--- src/rtl/hpk_pkg.sv ---
// Package: shared field widths, case boundaries and constants for the
// single-to-half pair packer. Assumes IEEE binary32 and binary16 layouts.
package hpk_pkg;
    localparam int F32_W       = 32;
    localparam int F32_EXP_W   = 8;
    localparam int F32_MAN_W   = 23;
    localparam int F32_BIAS    = 127;
    localparam int F16_W       = 16;
    localparam int F16_EXP_W   = 5;
    localparam int F16_MAN_W   = 10;
    localparam int F16_BIAS    = 15;
    localparam int NUM_LANES   = 2;

    localparam int MAG_W       = F16_W - 1;
    localparam int SIG_W       = F32_MAN_W + 1;
    localparam int DROP_W      = F32_MAN_W - F16_MAN_W;
    localparam int BIAS_DELTA  = F32_BIAS - F16_BIAS;
    localparam int TINY_LIMIT  = BIAS_DELTA + 1;
    localparam int HUGE_LIMIT  = BIAS_DELTA + (1 << F16_EXP_W) - 1;
    localparam int SUB_SCALE   = F16_BIAS - 1 + F16_MAN_W;
    localparam int TINY_BASE   = F32_BIAS + F32_MAN_W - SUB_SCALE;
    localparam int SHIFT_CAP   = SIG_W + 2;
    localparam int EXT_W       = SIG_W + SHIFT_CAP;
    localparam logic [F32_EXP_W-1:0] EXP_ALL1 = '1;

    localparam logic [MAG_W-1:0] MAG_NAN = '1;
    localparam logic [MAG_W-1:0] MAG_INF = {{F16_EXP_W{1'b1}}, {F16_MAN_W{1'b0}}};
    localparam logic [MAG_W-1:0] MAG_MIN_NORM = MAG_W'(1) << F16_MAN_W;

    typedef enum logic [1:0] {
        CASE_NAN  = 2'd0,
        CASE_TINY = 2'd1,
        CASE_NORM = 2'd2,
        CASE_HUGE = 2'd3
    } lane_case_e;
endpackage

--- src/rtl/hpk_tiny_path.sv ---
// Module: magnitude for inputs below the smallest half normal.
// Computes round-to-nearest-even of |value| * 2^24 by shifting the full
// significand (hidden one included) and keeping guard and sticky bits.
// Assumes the caller only uses the result when the exponent is below
// TINY_LIMIT; the output is then at most MAG_MIN_NORM.
module hpk_tiny_path
    import hpk_pkg::*;
(
    input  logic [F32_EXP_W-1:0] exp_i,
    input  logic [F32_MAN_W-1:0] man_i,
    output logic [MAG_W-1:0]     mag_o
);
    logic [SIG_W-1:0] sig;
    logic [7:0]       shamt;
    logic [EXT_W-1:0] ext;
    logic [SIG_W-1:0] kept;
    logic             guard;
    logic             sticky;
    logic             round_up;

    // Shift distance: single subnormals use exponent 1 with no hidden one.
    always_comb begin
        sig = {(exp_i != '0), man_i};
        if (exp_i == '0) begin
            shamt = 8'(TINY_BASE - 1);
        end else if (exp_i >= 8'(TINY_BASE)) begin
            shamt = 8'd0;
        end else begin
            shamt = 8'(TINY_BASE) - exp_i;
        end
        if (shamt > 8'(SHIFT_CAP)) begin
            shamt = 8'(SHIFT_CAP);
        end
    end

    // Align, split kept bits from the dropped fraction, round to even.
    always_comb begin
        ext      = {sig, {SHIFT_CAP{1'b0}}} >> shamt;
        kept     = ext[EXT_W-1 -: SIG_W];
        guard    = ext[SHIFT_CAP-1];
        sticky   = |ext[SHIFT_CAP-2:0];
        round_up = guard & (sticky | kept[0]);
        mag_o    = kept[MAG_W-1:0] + MAG_W'(round_up);
    end
endmodule

--- src/rtl/hpk_lane.sv ---
// Module: one single-to-half conversion lane (combinational).
// Classifies the input into NaN / tiny / normal / huge and selects the
// matching magnitude; the sign is carried over unchanged.
// Assumes a binary32 input word; produces a binary16 word.
module hpk_lane
    import hpk_pkg::*;
(
    input  logic [F32_W-1:0] f_i,
    output logic [F16_W-1:0] h_o
);
    logic                 sgn;
    logic [F32_EXP_W-1:0] exp_f;
    logic [F32_MAN_W-1:0] man_f;
    lane_case_e           lane_case;
    logic [MAG_W-1:0]     tiny_mag;
    logic [MAG_W-1:0]     norm_mag;
    logic [F32_EXP_W-1:0] exp_rebias;
    logic                 norm_up;
    logic [MAG_W-1:0]     mag;

    assign {sgn, exp_f, man_f} = f_i;

    // Pick the conversion case from the raw exponent and fraction.
    always_comb begin
        if (exp_f == EXP_ALL1 && man_f != '0) begin
            lane_case = CASE_NAN;
        end else if (exp_f < F32_EXP_W'(TINY_LIMIT)) begin
            lane_case = CASE_TINY;
        end else if (exp_f < F32_EXP_W'(HUGE_LIMIT)) begin
            lane_case = CASE_NORM;
        end else begin
            lane_case = CASE_HUGE;
        end
    end

    hpk_tiny_path u_tiny (
        .exp_i (exp_f),
        .man_i (man_f),
        .mag_o (tiny_mag)
    );

    // Normal path: rebias exponent, drop 13 fraction bits with RNE; the
    // addition lets a fraction carry ripple into the exponent field.
    always_comb begin
        exp_rebias = exp_f - F32_EXP_W'(BIAS_DELTA);
        norm_up    = man_f[DROP_W-1] &
                     ((|man_f[DROP_W-2:0]) | man_f[DROP_W]);
        norm_mag   = {exp_rebias[F16_EXP_W-1:0], man_f[F32_MAN_W-1:DROP_W]}
                     + MAG_W'(norm_up);
    end

    // Final magnitude select and sign attach.
    always_comb begin
        unique case (lane_case)
            CASE_NAN:  mag = MAG_NAN;
            CASE_TINY: mag = tiny_mag;
            CASE_NORM: mag = norm_mag;
            default:   mag = MAG_INF;
        endcase
        h_o = {sgn, mag};
    end

    // Cross-path bounds between the classifier and each rounding path.
    always_comb begin
        if (lane_case == CASE_TINY) begin
            assert_tiny_bounded_R6: assert (tiny_mag <= MAG_MIN_NORM);
        end
        if (lane_case == CASE_NORM) begin
            assert_norm_bounded_R5: assert (norm_mag >= MAG_MIN_NORM && norm_mag <= MAG_INF);
        end
    end
endmodule

--- src/rtl/half_pair_packer.sv ---
// Module: top of the pair packer. Converts two binary32 operands to
// binary16 in parallel lanes and registers the packed word under valid.
// Assumes in_lo/in_hi are meaningful only while in_valid is high.
module half_pair_packer
    import hpk_pkg::*;
(
    input  logic             clk,
    input  logic             rst_n,
    input  logic             in_valid,
    input  logic [F32_W-1:0] in_lo,
    input  logic [F32_W-1:0] in_hi,
    output logic             out_valid,
    output logic [F32_W-1:0] out_word
);
    logic [NUM_LANES-1:0][F32_W-1:0] lane_in;
    logic [NUM_LANES-1:0][F16_W-1:0] lane_out;

    assign lane_in[0] = in_lo;
    assign lane_in[1] = in_hi;

    for (genvar g = 0; g < NUM_LANES; g++) begin : g_lane
        hpk_lane u_lane (
            .f_i (lane_in[g]),
            .h_o (lane_out[g])
        );
    end

    // Output register: valid follows input valid, data loads on valid.
    always_ff @(posedge clk) begin
        if (!rst_n) begin
            out_valid <= 1'b0;
            out_word  <= '0;
        end else begin
            out_valid <= in_valid;
            if (in_valid) begin
                out_word <= lane_out;
            end
        end
    end

    assert_valid_follows_R8: assert property (@(posedge clk) disable iff (!rst_n)
        in_valid |=> out_valid);
    assert_valid_drops_R8: assert property (@(posedge clk) disable iff (!rst_n)
        !in_valid |=> !out_valid);
    assert_hold_idle_R9: assert property (@(posedge clk) disable iff (!rst_n)
        !in_valid |=> $stable(out_word));
    assert_sign_lo_R2: assert property (@(posedge clk) disable iff (!rst_n)
        in_valid |=> out_word[15] == $past(in_lo[31]));
    assert_sign_hi_R2: assert property (@(posedge clk) disable iff (!rst_n)
        in_valid |=> out_word[31] == $past(in_hi[31]));
    assert_nan_payload_R3: assert property (@(posedge clk) disable iff (!rst_n)
        (in_valid && in_lo[30:23] == 8'hFF && in_lo[22:0] != '0)
        |=> out_word[14:0] == 15'h7FFF);
    assert_overflow_inf_R4: assert property (@(posedge clk) disable iff (!rst_n)
        (in_valid && in_hi[30:23] >= 8'd143 &&
         !(in_hi[30:23] == 8'hFF && in_hi[22:0] != '0))
        |=> out_word[30:16] == 15'h7C00);
endmodule

--- config.mk ---
export PLATFORM = sky130hd
export DESIGN_NAME = half_pair_packer
export DESIGN_NICKNAME = d
export VERILOG_FILES = /design/src/rtl/hpk_pkg.sv /design/src/rtl/hpk_tiny_path.sv /design/src/rtl/hpk_lane.sv /design/src/rtl/half_pair_packer.sv
export SDC_FILE = /design/constraint.sdc
export NUM_CORES = 1
export LEC_CHECK = 0
export ABC_AREA = 1
export BUFFER_PORTS_ARGS = -buffer_cell sky130_fd_sc_hd__buf_2
export CORE_MARGIN = 2
export CORE_UTILIZATION = 55
export CTS_CLUSTER_SIZE = 8
export DETAILED_ROUTE_END_ITERATION = 10
export PLACE_DENSITY = 0.75
export SYNTH_ARGS = -nofsm -noshare
export SYNTH_HDL_FRONTEND = slang
export SYNTH_SLANG_ARGS = --single-unit
--- constraint.sdc ---
create_clock -name clk -period 3.9 [get_ports clk]
set_input_delay 0.39 -clock clk [delete_from_list [all_inputs] [get_ports clk]]
set_output_delay 0.39 -clock clk [all_outputs]
set_load 0.05 [all_outputs]
==> impl_metrics.py, run 1 <==
metrics = {
    "run_status": {
        "status": "completed",
    },
    "clocking": {
        "insertion_delay_ns": 0.28,
        "clkSinkCount": 33,
        "cts_made_buffers": 5,
        "postCtsHoldBufs": 0,
        "cts_tree": "built",
        "clk_path_buf_depth": 2,
        "path_clk_slew_ns": 0.05,
        "cts_root_buffer": "clkbuf_16",
        "htree_levels": 2,
    },
    "critical_path": {
        "cp-start-kind": "primary input",
        "worst_setup_path_end_kind": "flop",
        "critPathRequiredTime_ns": 4.10,
        "critical_path_class": "primary input to flop",
        "crit_slowest_cell": "ha_4",
        "cp_max_fo": 12,
        "crit_family": "simple AND/OR/NAND/NOR gates",
        "crit_top_cell": "nand3_1",
        "critPathArrivalTime_ns": 3.87,
        "cp_num_buf_inv": 7,
        "max_stage_delay_ns": 0.29,
    },
    "floorplanning": {
        "pin_count": 100,
        "start_util_pct": 55.8,
        "die-area_um2": 12900,
        "rows": 40,
        "die_y_um": 114,
        "fp.dieW_um": 114,
        "coreArea_um2": 11900,
    },
    "place": {
        "numPortBuffers": 99,
        "hpwl_mm": 18.0,
        "gp_congestion": 0.987,
        "detailedPlace.worstSlack_ns": -0.00690,
    },
    "routing": {
        "avgViaCountPerCell": 5.94,
        "drtPass1Iterations": 6,
        "ant_nets": 0,
        "first_iter_violations": 945,
        "vias": 8715,
        "avgRoutedWirePerCell_um": 15.3,
        "wl_mm": 22.5,
        "drc": 0,
    },
    "global_routing": {
        "grt_max_degree": 36,
        "grt.total_usage_pct": 34.2,
        "grt_pass1_wl_mm": 36.9,
        "antenna_found_initial": 0,
        "gr-total-overflow": 0,
        "grt_pass1_vias": 7979,
    },
    "sta": {
        "fmax_mhz": 273,
        "fin_ws_ns": 0.239,
        "grt_setup_unrepaired": "true",
        "period_share_pct": 93.9,
        "tightest_slew_ns": 0.760,
        "slew-limit-headroom_pct": 49.2,
        "finalClockSkew_ns": 0,
        "period_needed_ns": 3.66,
        "finalHoldViolCount": 0,
        "setup-violations-final": 0,
        "slew_violations": 0,
    },
    "power": {
        "ir_drop_mv": 0.212,
        "p_per_area_nw_per_um2": 269,
        "p_total_mw": 2.06,
        "leakage_nw": 3.81,
    },
    "flow_run": {
        "drv_cap": 0,
    },
    "worst_hold_path": {
        "worstHoldPathType": "primary input to flop",
    },
    "final_layout": {
        "area_growth_pct": 15.6,
        "drive_above_1_share_pct": 18.8,
        "n_antenna_cell": 0,
        "post-route-util_pct": 64.5,
        "fin_nets": 1401,
    },
    "logic_synthesis": {
        "syn-cell-area_um2": 6620,
        "syn_inst": 1222,
        "ys_types": 54,
        "yosysSeqAreaShare_pct": 9.98,
        "yosysWarnings": 0,
        "yosys_register_bits": 33,
        "syn_nets": 1303,
        "synth_area_per_cell_um2": 5.42,
    },
}
[per-layer routing]
metal | track usage (%) | share of wire (%)
met1 | 41.7 | 41
met2 | 61.7 | 49
met3 | 3.61 | 6.7
met4 | 13.3 | 4.0
met5 | 0 | 0
[what timing repair did]
| action | 4_1_cts | 5_1_grt |
|---|---|---|
| gates resized for setup | 0 | 25 |
| buffers inserted | 0 | 5 |
| setup endpoints to repair | 0 | 8 |
[synthesized netlist by cell type, drive strengths merged]
master,number,area [um2]
o21bai,2,15.0
clkinv,2,7.51
buf,35,244
a22o,2,17.5
nand2,323,1280
o32ai,1,8.76
a31oi,6,37.5
or2,3,18.8
a21oi,51,270
nor3,15,116
xnor2,2,17.5
o21a,2,15.0
a21o,3,22.5
o211ai,6,50.1
inv,135,512
or4,2,15.0
and2,1,6.26
a22oi,4,30.0
xor2,9,78.8
clkbuf,19,71.3
o22ai,2,12.5
o21ai,58,332
o311ai,1,8.76
o31ai,1,7.51
dfxtp,33,661
nor4,10,83.8
ha,14,175
nand4,62,388
nor2,104,484
nand3,311,1610
nand3b,3,22.5
[area by class of cell]
cell class | count | area [um2]
Tap cell | 147 | 184
Inverter | 137 | 529
Clock inverter | 1 | 30.0
Multi-Input combinational cell | 999 | 5220
Clock buffer | 7 | 143
Timing Repair Buffer | 144 | 893
Fill cell | 1196 | 4210
Sequential cell | 33 | 661
[stage by stage]
stage / hold WS (ns) / setup TNS (ns) / instance area (um2) / std cells
after floorplan: 0.525 / 0 / 6620 / 1222
after global placement: 0.452 / 0 / 7320 / 1454
after detailed placement: 0.454 / -0.00690 / 7320 / 1454
after CTS: 0.333 / 0 / 7490 / 1462
after global routing: 0.336 / -0.0721 / 7650 / 1468
final: 0.334 / 0 / 7650 / 1468
[final timing paths]
path                                    from  cells after the start            to  slack, ns
worst min-delay path               in_hi[31]                      3  out_word[31]       0.33
worst max-delay path               in_hi[24]                     31  out_word[28]       0.24
worst min register to register  out_word[22]                      2  out_word[22]       0.46
worst max register to register  out_word[28]                      2  out_word[28]       3.17
[placed cells by master, fill, tap and decap left out, types with 10 or more instances in the layout]
cell / netlist / final
nand3_1: 303 / 303
nand2_1: 304 / 300
inv_1: 115 / 114
buf_2: 18 / 98
nor2_1: 86 / 84
nand4_1: 62 / 62
a21oi_1: 49 / 48
o21ai_0: 42 / 42
buf_4: 8 / 40
dfxtp_1: 33 / 33
inv_2: 18 / 19
nand2_2: 15 / 17
ha_1: 14 / 11
nor2_2: 10 / 10
[worst reg2reg max path, stage by stage, from the launching register on]
cell,delay (ns)
dfxtp_1,0.31
o21ai_0,0.24
a21oi_2,0.06
[registers in the layout, indices dropped and copies added (netlist names)]
signal / flops
out_word: 32
out_valid: 1
[power breakdown]
group | internal [mW] | total [mW] | switching [mW]
Sequential | 0.362 | 0.375 | 0.0129
Clock | 0.319 | 0.455 | 0.136
Combinational | 0.390 | 1.23 | 0.839
[logic make-up (layout without fill, tap and decap cells)]
logic type                 Yosys count  count (layout)  synth area share (%)
AOI/OAI and AO/OA                  139             139                  12.5
xor gates and xnor gates            11              11                  1.46
adders and majority gates           14              14                  2.65
buffers and inverters              191             289                  12.6
DFF                                 33              33                  9.98
and+or+nand+nor                    834             835                  60.8
Note: power is estimated with default switching activity, not from simulation.
==> run 2: changes to the inputs <==
--- a/config.mk
+++ b/config.mk
@@ -7,11 +7,14 @@
 export LEC_CHECK = 0
 export ABC_AREA = 1
 export BUFFER_PORTS_ARGS = -buffer_cell sky130_fd_sc_hd__buf_2
+export CELL_PAD_IN_SITES_DETAIL_PLACEMENT = 2
+export CELL_PAD_IN_SITES_GLOBAL_PLACEMENT = 2
 export CORE_MARGIN = 2
-export CORE_UTILIZATION = 55
+export CORE_UTILIZATION = 32
+export CTS_BUF_LIST = sky130_fd_sc_hd__clkbuf_8
 export CTS_CLUSTER_SIZE = 8
 export DETAILED_ROUTE_END_ITERATION = 10
-export PLACE_DENSITY = 0.75
+export PLACE_DENSITY = 0.86
 export SYNTH_ARGS = -nofsm -noshare
 export SYNTH_HDL_FRONTEND = slang
 export SYNTH_SLANG_ARGS = --single-unit
==> constraint.sdc (replaced) <==
create_clock -name clk -period 4.5 [get_ports clk]
set_input_delay 0.45 -clock clk [delete_from_list [all_inputs] [get_ports clk]]
set_output_delay 0.45 -clock clk [all_outputs]
set_load 0.05 [all_outputs]
==> impl_metrics.py, run 2 (synthesis gave the netlist of run 1 again) <==
metrics = {
    "final_layout": {
        "final_cell_mix": "nand3_1, nand2_1, inv_1",
        "multi_input_area_um2": 5190,
        "post-route-util_pct": 37.2,
        "final_common_cell": "nand3_1",
        "final_area_um2": 7550,
        "fill_cells": 2723,
        "regArea_um2": 661,
        "drive_above_1_share_pct": 17.4,
        "area_growth_pct": 14.1,
        "top_regs": "out_word x32, out_valid x1",
        "top_register": "out_word",
        "fin_nets": 1388,
        "largest_reg_flops": 32,
    },
    "routing": {
        "drtPass1Iterations": 5,
        "wl_mm": 32.1,
        "avgViaCountPerCell": 5.74,
        "met1_length_mm": 14.7,
        "avgRoutedWirePerCell_um": 20.3,
        "drc": 0,
        "top_layer": "met5",
        "wl_met2_mm": 15.2,
        "wl_met3_mm": 1.50,
        "ant_nets": 0,
        "first_iter_violations": 408,
        "vias": 9080,
    },
    "critical_path": {
        "crit_slowest_cell": "ha_1",
        "r2r-end": "out_word[29]",
        "critPathArrivalTime_ns": 4.47,
        "r2r-start": "out_word[29]",
        "worst_setup_path_end_kind": "flop",
        "critPathRequiredTime_ns": 4.72,
        "cp_max_fo": 10,
        "critical_path_class": "primary input to flop",
        "cp-start-kind": "primary input",
        "max_stage_delay_ns": 0.37,
        "crit_top_cell": "nand3_1",
        "rrSetupSlack_ns": 3.78,
        "r2r.worst_path.cells": 2,
    },
    "floorplanning": {
        "rows": 52,
        "die_y_um": 148,
        "start_util_pct": 32.6,
        "die-area_um2": 21900,
        "coreArea_um2": 20300,
        "fp.dieW_um": 148,
        "pin_count": 100,
    },
    "sta": {
        "period_needed_ns": 4.25,
        "slew-limit-headroom_pct": 47.4,
        "tightest_slew_ns": 0.788,
        "fmax_mhz": 235,
        "grt_setup_unrepaired": "true",
        "fin_ws_ns": 0.248,
        "period_share_pct": 94.5,
        "hold_ws_ns": 0.409,
        "setup-violations-final": 0,
        "slew_violations": 0,
        "finalClockSkew_ns": 0,
        "finalHoldViolCount": 0,
    },
    "clocking": {
        "htree_levels": 2,
        "cts_tree": "built",
        "path_clk_slew_ns": 0.06,
        "clkSinkCount": 33,
        "clk_path_buf_depth": 2,
        "cts_made_buffers": 5,
        "postCtsHoldBufs": 0,
        "insertion_delay_ns": 0.28,
        "cts_root_buffer": "clkbuf_8",
    },
    "worst_hold_path": {
        "whs_endpoint": "out_word[31]",
        "whs_path_depth": 3,
        "min_from": "in_hi[31]",
        "worstHoldPathType": "primary input to flop",
    },
    "place": {
        "numPortBuffers": 99,
        "postPlaceCellArea_um2": 7340,
        "hpwl_mm": 26.5,
        "detailedPlace.worstSlack_ns": -0.0276,
        "gp_congestion": 0.967,
    },
    "power": {
        "ir_drop_mv": 0.0959,
        "p_total_mw": 1.66,
        "p_per_area_nw_per_um2": 220,
        "leakage_nw": 3.70,
    },
    "global_routing": {
        "grt_pass1_wl_mm": 50.6,
        "antenna_found_initial": 3,
        "grt_pass1_vias": 9521,
        "grt_max_degree": 36,
        "grt.total_usage_pct": 28.4,
        "gr-total-overflow": 0,
    },
    "flow_run": {
        "drv_cap": 0,
    },
    "run_status": {
        "status": "completed",
    },
}
==> run 2: changes by cell type in the layout (fill, tap and decap cells not counted), sizes merged, moves of 3 or more <==
cell | previous run | this run
buf | 143 | 129
clkbuf | 8 | 5
diode | 0 | 3
inv | 134 | 137
==> run 2: power breakdown <==
part           internal [mW]  switching [mW]
Sequential             0.314          0.0120
Combinational          0.317           0.808
Clock                  0.103           0.105
Total                  0.734           0.925
==> run 2: how the worst max path moves through the flow <==
stage,from,end,slack [ns],depth (start not counted)
6_report,in_hi[23],out_word[28],0.25,29
5_1_grt,in_hi[23],out_word[28],-0.10,29
4_1_cts,in_hi[23],out_word[28],0.24,29
3_5_place_dp,in_hi[23],out_word[28],-0.03,29
3_3_place_gp,in_hi[23],out_word[28],0.36,29
2_1_floorplan,in_hi[23],out_word[28],1.02,29
==> run 2: cell type report <==
type	count	share of cell area (%)
Antenna cell	3	0.0994
Multi-Input combinational cell	1001	68.7
Inverter	137	7.02
Clock buffer	5	0.911
Sequential cell	33	8.75
Tap cell	270	4.47
Timing Repair Buffer	129	9.92
Clock inverter	3	0.149
==> run 2: timing repair <==
action,4_1_cts,5_1_grt
setup buffers,0,5
resized for setup,0,12
setup endpoints to repair,0,6
==> run 2: metal layers <==
metal	global-route usage, %	up-vias
met5	0	-
met4	5.57	2
met3	3.49	40
met2	50.0	192
met1	37.5	4518
li1	-	4328
==> run 2: critical path, delay by kind of cell <==
kind,cells,cell delay (ns)
AO/OA/AOI/OAI,2,0.21
AND/OR/NAND/NOR,17,2.13
adder cells (fa/ha/maj),2,0.56
buffers and inverters,8,1.10
==> run 2: metrics by stage <==
stage | TNS [ns] | std cells
global placement | 0 | 1562
floorplan | 0 | 1222
detailed placement | -0.0276 | 1562
global route | -0.143 | 1579
CTS | 0 | 1570
finish | 0 | 1581
==> run 3: changes to the inputs <==
--- a/config.mk
+++ b/config.mk
@@ -11,7 +11,7 @@
 export CELL_PAD_IN_SITES_GLOBAL_PLACEMENT = 2
 export CORE_MARGIN = 2
 export CORE_UTILIZATION = 32
-export CTS_BUF_LIST = sky130_fd_sc_hd__clkbuf_8
+export CTS_BUF_LIST = sky130_fd_sc_hd__clkbuf_4 sky130_fd_sc_hd__clkbuf_8
 export CTS_CLUSTER_SIZE = 8
 export DETAILED_ROUTE_END_ITERATION = 10
 export PLACE_DENSITY = 0.86
==> impl_metrics.py, run 3 (synthesis gave the netlist of run 1 again) <==
metrics = {
    "critical_path": {
        "max_stage_delay_ns": 0.37,
        "cp_max_fo": 27,
        "cp_num_buf_inv": 8,
        "critPathRequiredTime_ns": 4.72,
        "crit_family": "simple AND/OR/NAND/NOR gates",
        "cp-start-kind": "primary input",
        "crit_slowest_cell": "ha_1",
        "critical_path_class": "primary input to flop",
        "critPathArrivalTime_ns": 4.38,
        "critPathLaunch": "in_hi[23]",
        "worst_setup_path_end_kind": "flop",
        "crit_top_cell": "nand3_1",
        "r2r-start": "out_word[28]",
    },
    "worst_hold_path": {
        "worstHoldPathType": "primary input to flop",
        "min_from": "in_hi[31]",
    },
    "place": {
        "hpwl_mm": 26.5,
        "numPortBuffers": 99,
        "detailedPlace.worstSlack_ns": -0.0276,
        "postPlaceCellArea_um2": 7340,
        "gp_congestion": 0.967,
    },
    "global_routing": {
        "grt_use_met3_pct": 3.64,
        "grt.total_usage_pct": 28.6,
        "grt_max_degree": 36,
        "antenna_found_initial": 3,
        "gr-total-overflow": 0,
        "grt_busiest_layer": "met2",
        "grt_pass1_wl_mm": 50.9,
        "grt_pass1_vias": 9536,
        "grt_use_met1_pct": 37.6,
        "grtUsageMet2_pct": 50.1,
    },
    "final_layout": {
        "drive_above_1_share_pct": 17.8,
        "largest_reg_flops": 32,
        "final_cell_mix": "nand3_1, nand2_1, inv_1",
        "area_growth_pct": 14.6,
        "final_common_cell": "nand3_1",
        "top_regs": "out_word x32, out_valid x1",
        "post-route-util_pct": 37.4,
        "final_area_um2": 7590,
        "top_register": "out_word",
        "fill_cells": 2711,
        "fin_nets": 1390,
    },
    "clocking": {
        "insertion_delay_ns": 0.29,
        "cts_tree": "built",
        "path_clk_slew_ns": 0.06,
        "cts_made_buffers": 5,
        "clk_path_buf_depth": 2,
        "postCtsHoldBufs": 0,
        "cts_root_buffer": "clkbuf_8",
        "clkSinkCount": 33,
        "htree_levels": 2,
    },
    "run_status": {
        "status": "completed",
    },
    "routing": {
        "vias": 9126,
        "avgViaCountPerCell": 5.77,
        "ant_nets": 0,
        "drc": 0,
        "drtPass1Iterations": 5,
        "first_iter_violations": 464,
        "wl_mm": 32.4,
        "avgRoutedWirePerCell_um": 20.5,
    },
    "sta": {
        "period_share_pct": 92.4,
        "setup-violations-final": 0,
        "slew_violations": 0,
        "fmax_mhz": 241,
        "period_needed_ns": 4.16,
        "finalHoldViolCount": 0,
        "finalClockSkew_ns": 0,
        "fin_ws_ns": 0.344,
        "tightest_slew_ns": 0.802,
        "slew-limit-headroom_pct": 46.5,
        "setup_tns_ns": 0,
    },
    "floorplanning": {
        "fp.dieW_um": 148,
        "rows": 52,
        "die-area_um2": 21900,
        "die_y_um": 148,
        "coreArea_um2": 20300,
        "pin_count": 100,
        "start_util_pct": 32.6,
    },
    "power": {
        "p_per_area_nw_per_um2": 223,
        "ir_drop_mv": 0.0956,
        "leakage_nw": 3.71,
        "p_total_mw": 1.69,
    },
    "flow_run": {
        "drv_cap": 0,
    },
}
==> run 3: cell type report <==
type | instances | area [um2] | share of cell area, %
antenna | 3 | 7.51 | 0.0990
clock buffer | 8 | 91.3 | 1.20
inverter | 137 | 528 | 6.96
multi-input combinational | 1002 | 5200 | 68.6
sequential | 33 | 661 | 8.71
tap | 270 | 338 | 4.45
timing repair buffer | 130 | 759 | 10.0
==> run 3: final timing paths <==
kind                            depth (start not counted)  slack, ns            to
worst max-delay path                                   31       0.34  out_word[28]
worst min-delay path                                    3       0.40  out_word[31]
worst max register to register                          2       3.77  out_word[28]
worst min register to register                          2       0.46   out_word[4]
==> run 3: tightest hold or removal path, cell delays in order <==
cell and delay (ns):
buf_2 0.08, nor2_1 0.04, nor2_1 0.08
==> run 3: timing repair <==
action                                  in CTS  in global routing
resized for setup                            0                 13
setup buffers                                0                  6
endpoints found under the setup margin       0                  6
==> run 3: report_power, final <==
part | internal [mW] | total, mW | leakage (nW) | switching (mW)
clock | 0.128 | 0.239 | 0.0498 | 0.111
sequential | 0.314 | 0.326 | 0.271 | 0.0123
combinational | 0.319 | 1.13 | 3.39 | 0.811
==> run 3: metrics by stage <==
stage	instances	hold WS (ns)
6_report	1583	0.397
5_1_grt	1581	0.415
4_1_cts	1570	0.401
3_5_place_dp	1562	0.454
3_3_place_gp	1562	0.451
2_1_floorplan	1222	0.585
==> run 3: layer usage <==
layer  routed length, um  share of wire (%)  up-vias
met3                1610                4.9       44
met1               14800                 46     4526
met5                  11              0.034        -
li1                    -                  -     4330
met2               15300                 47      224
met4                 652                2.0        2
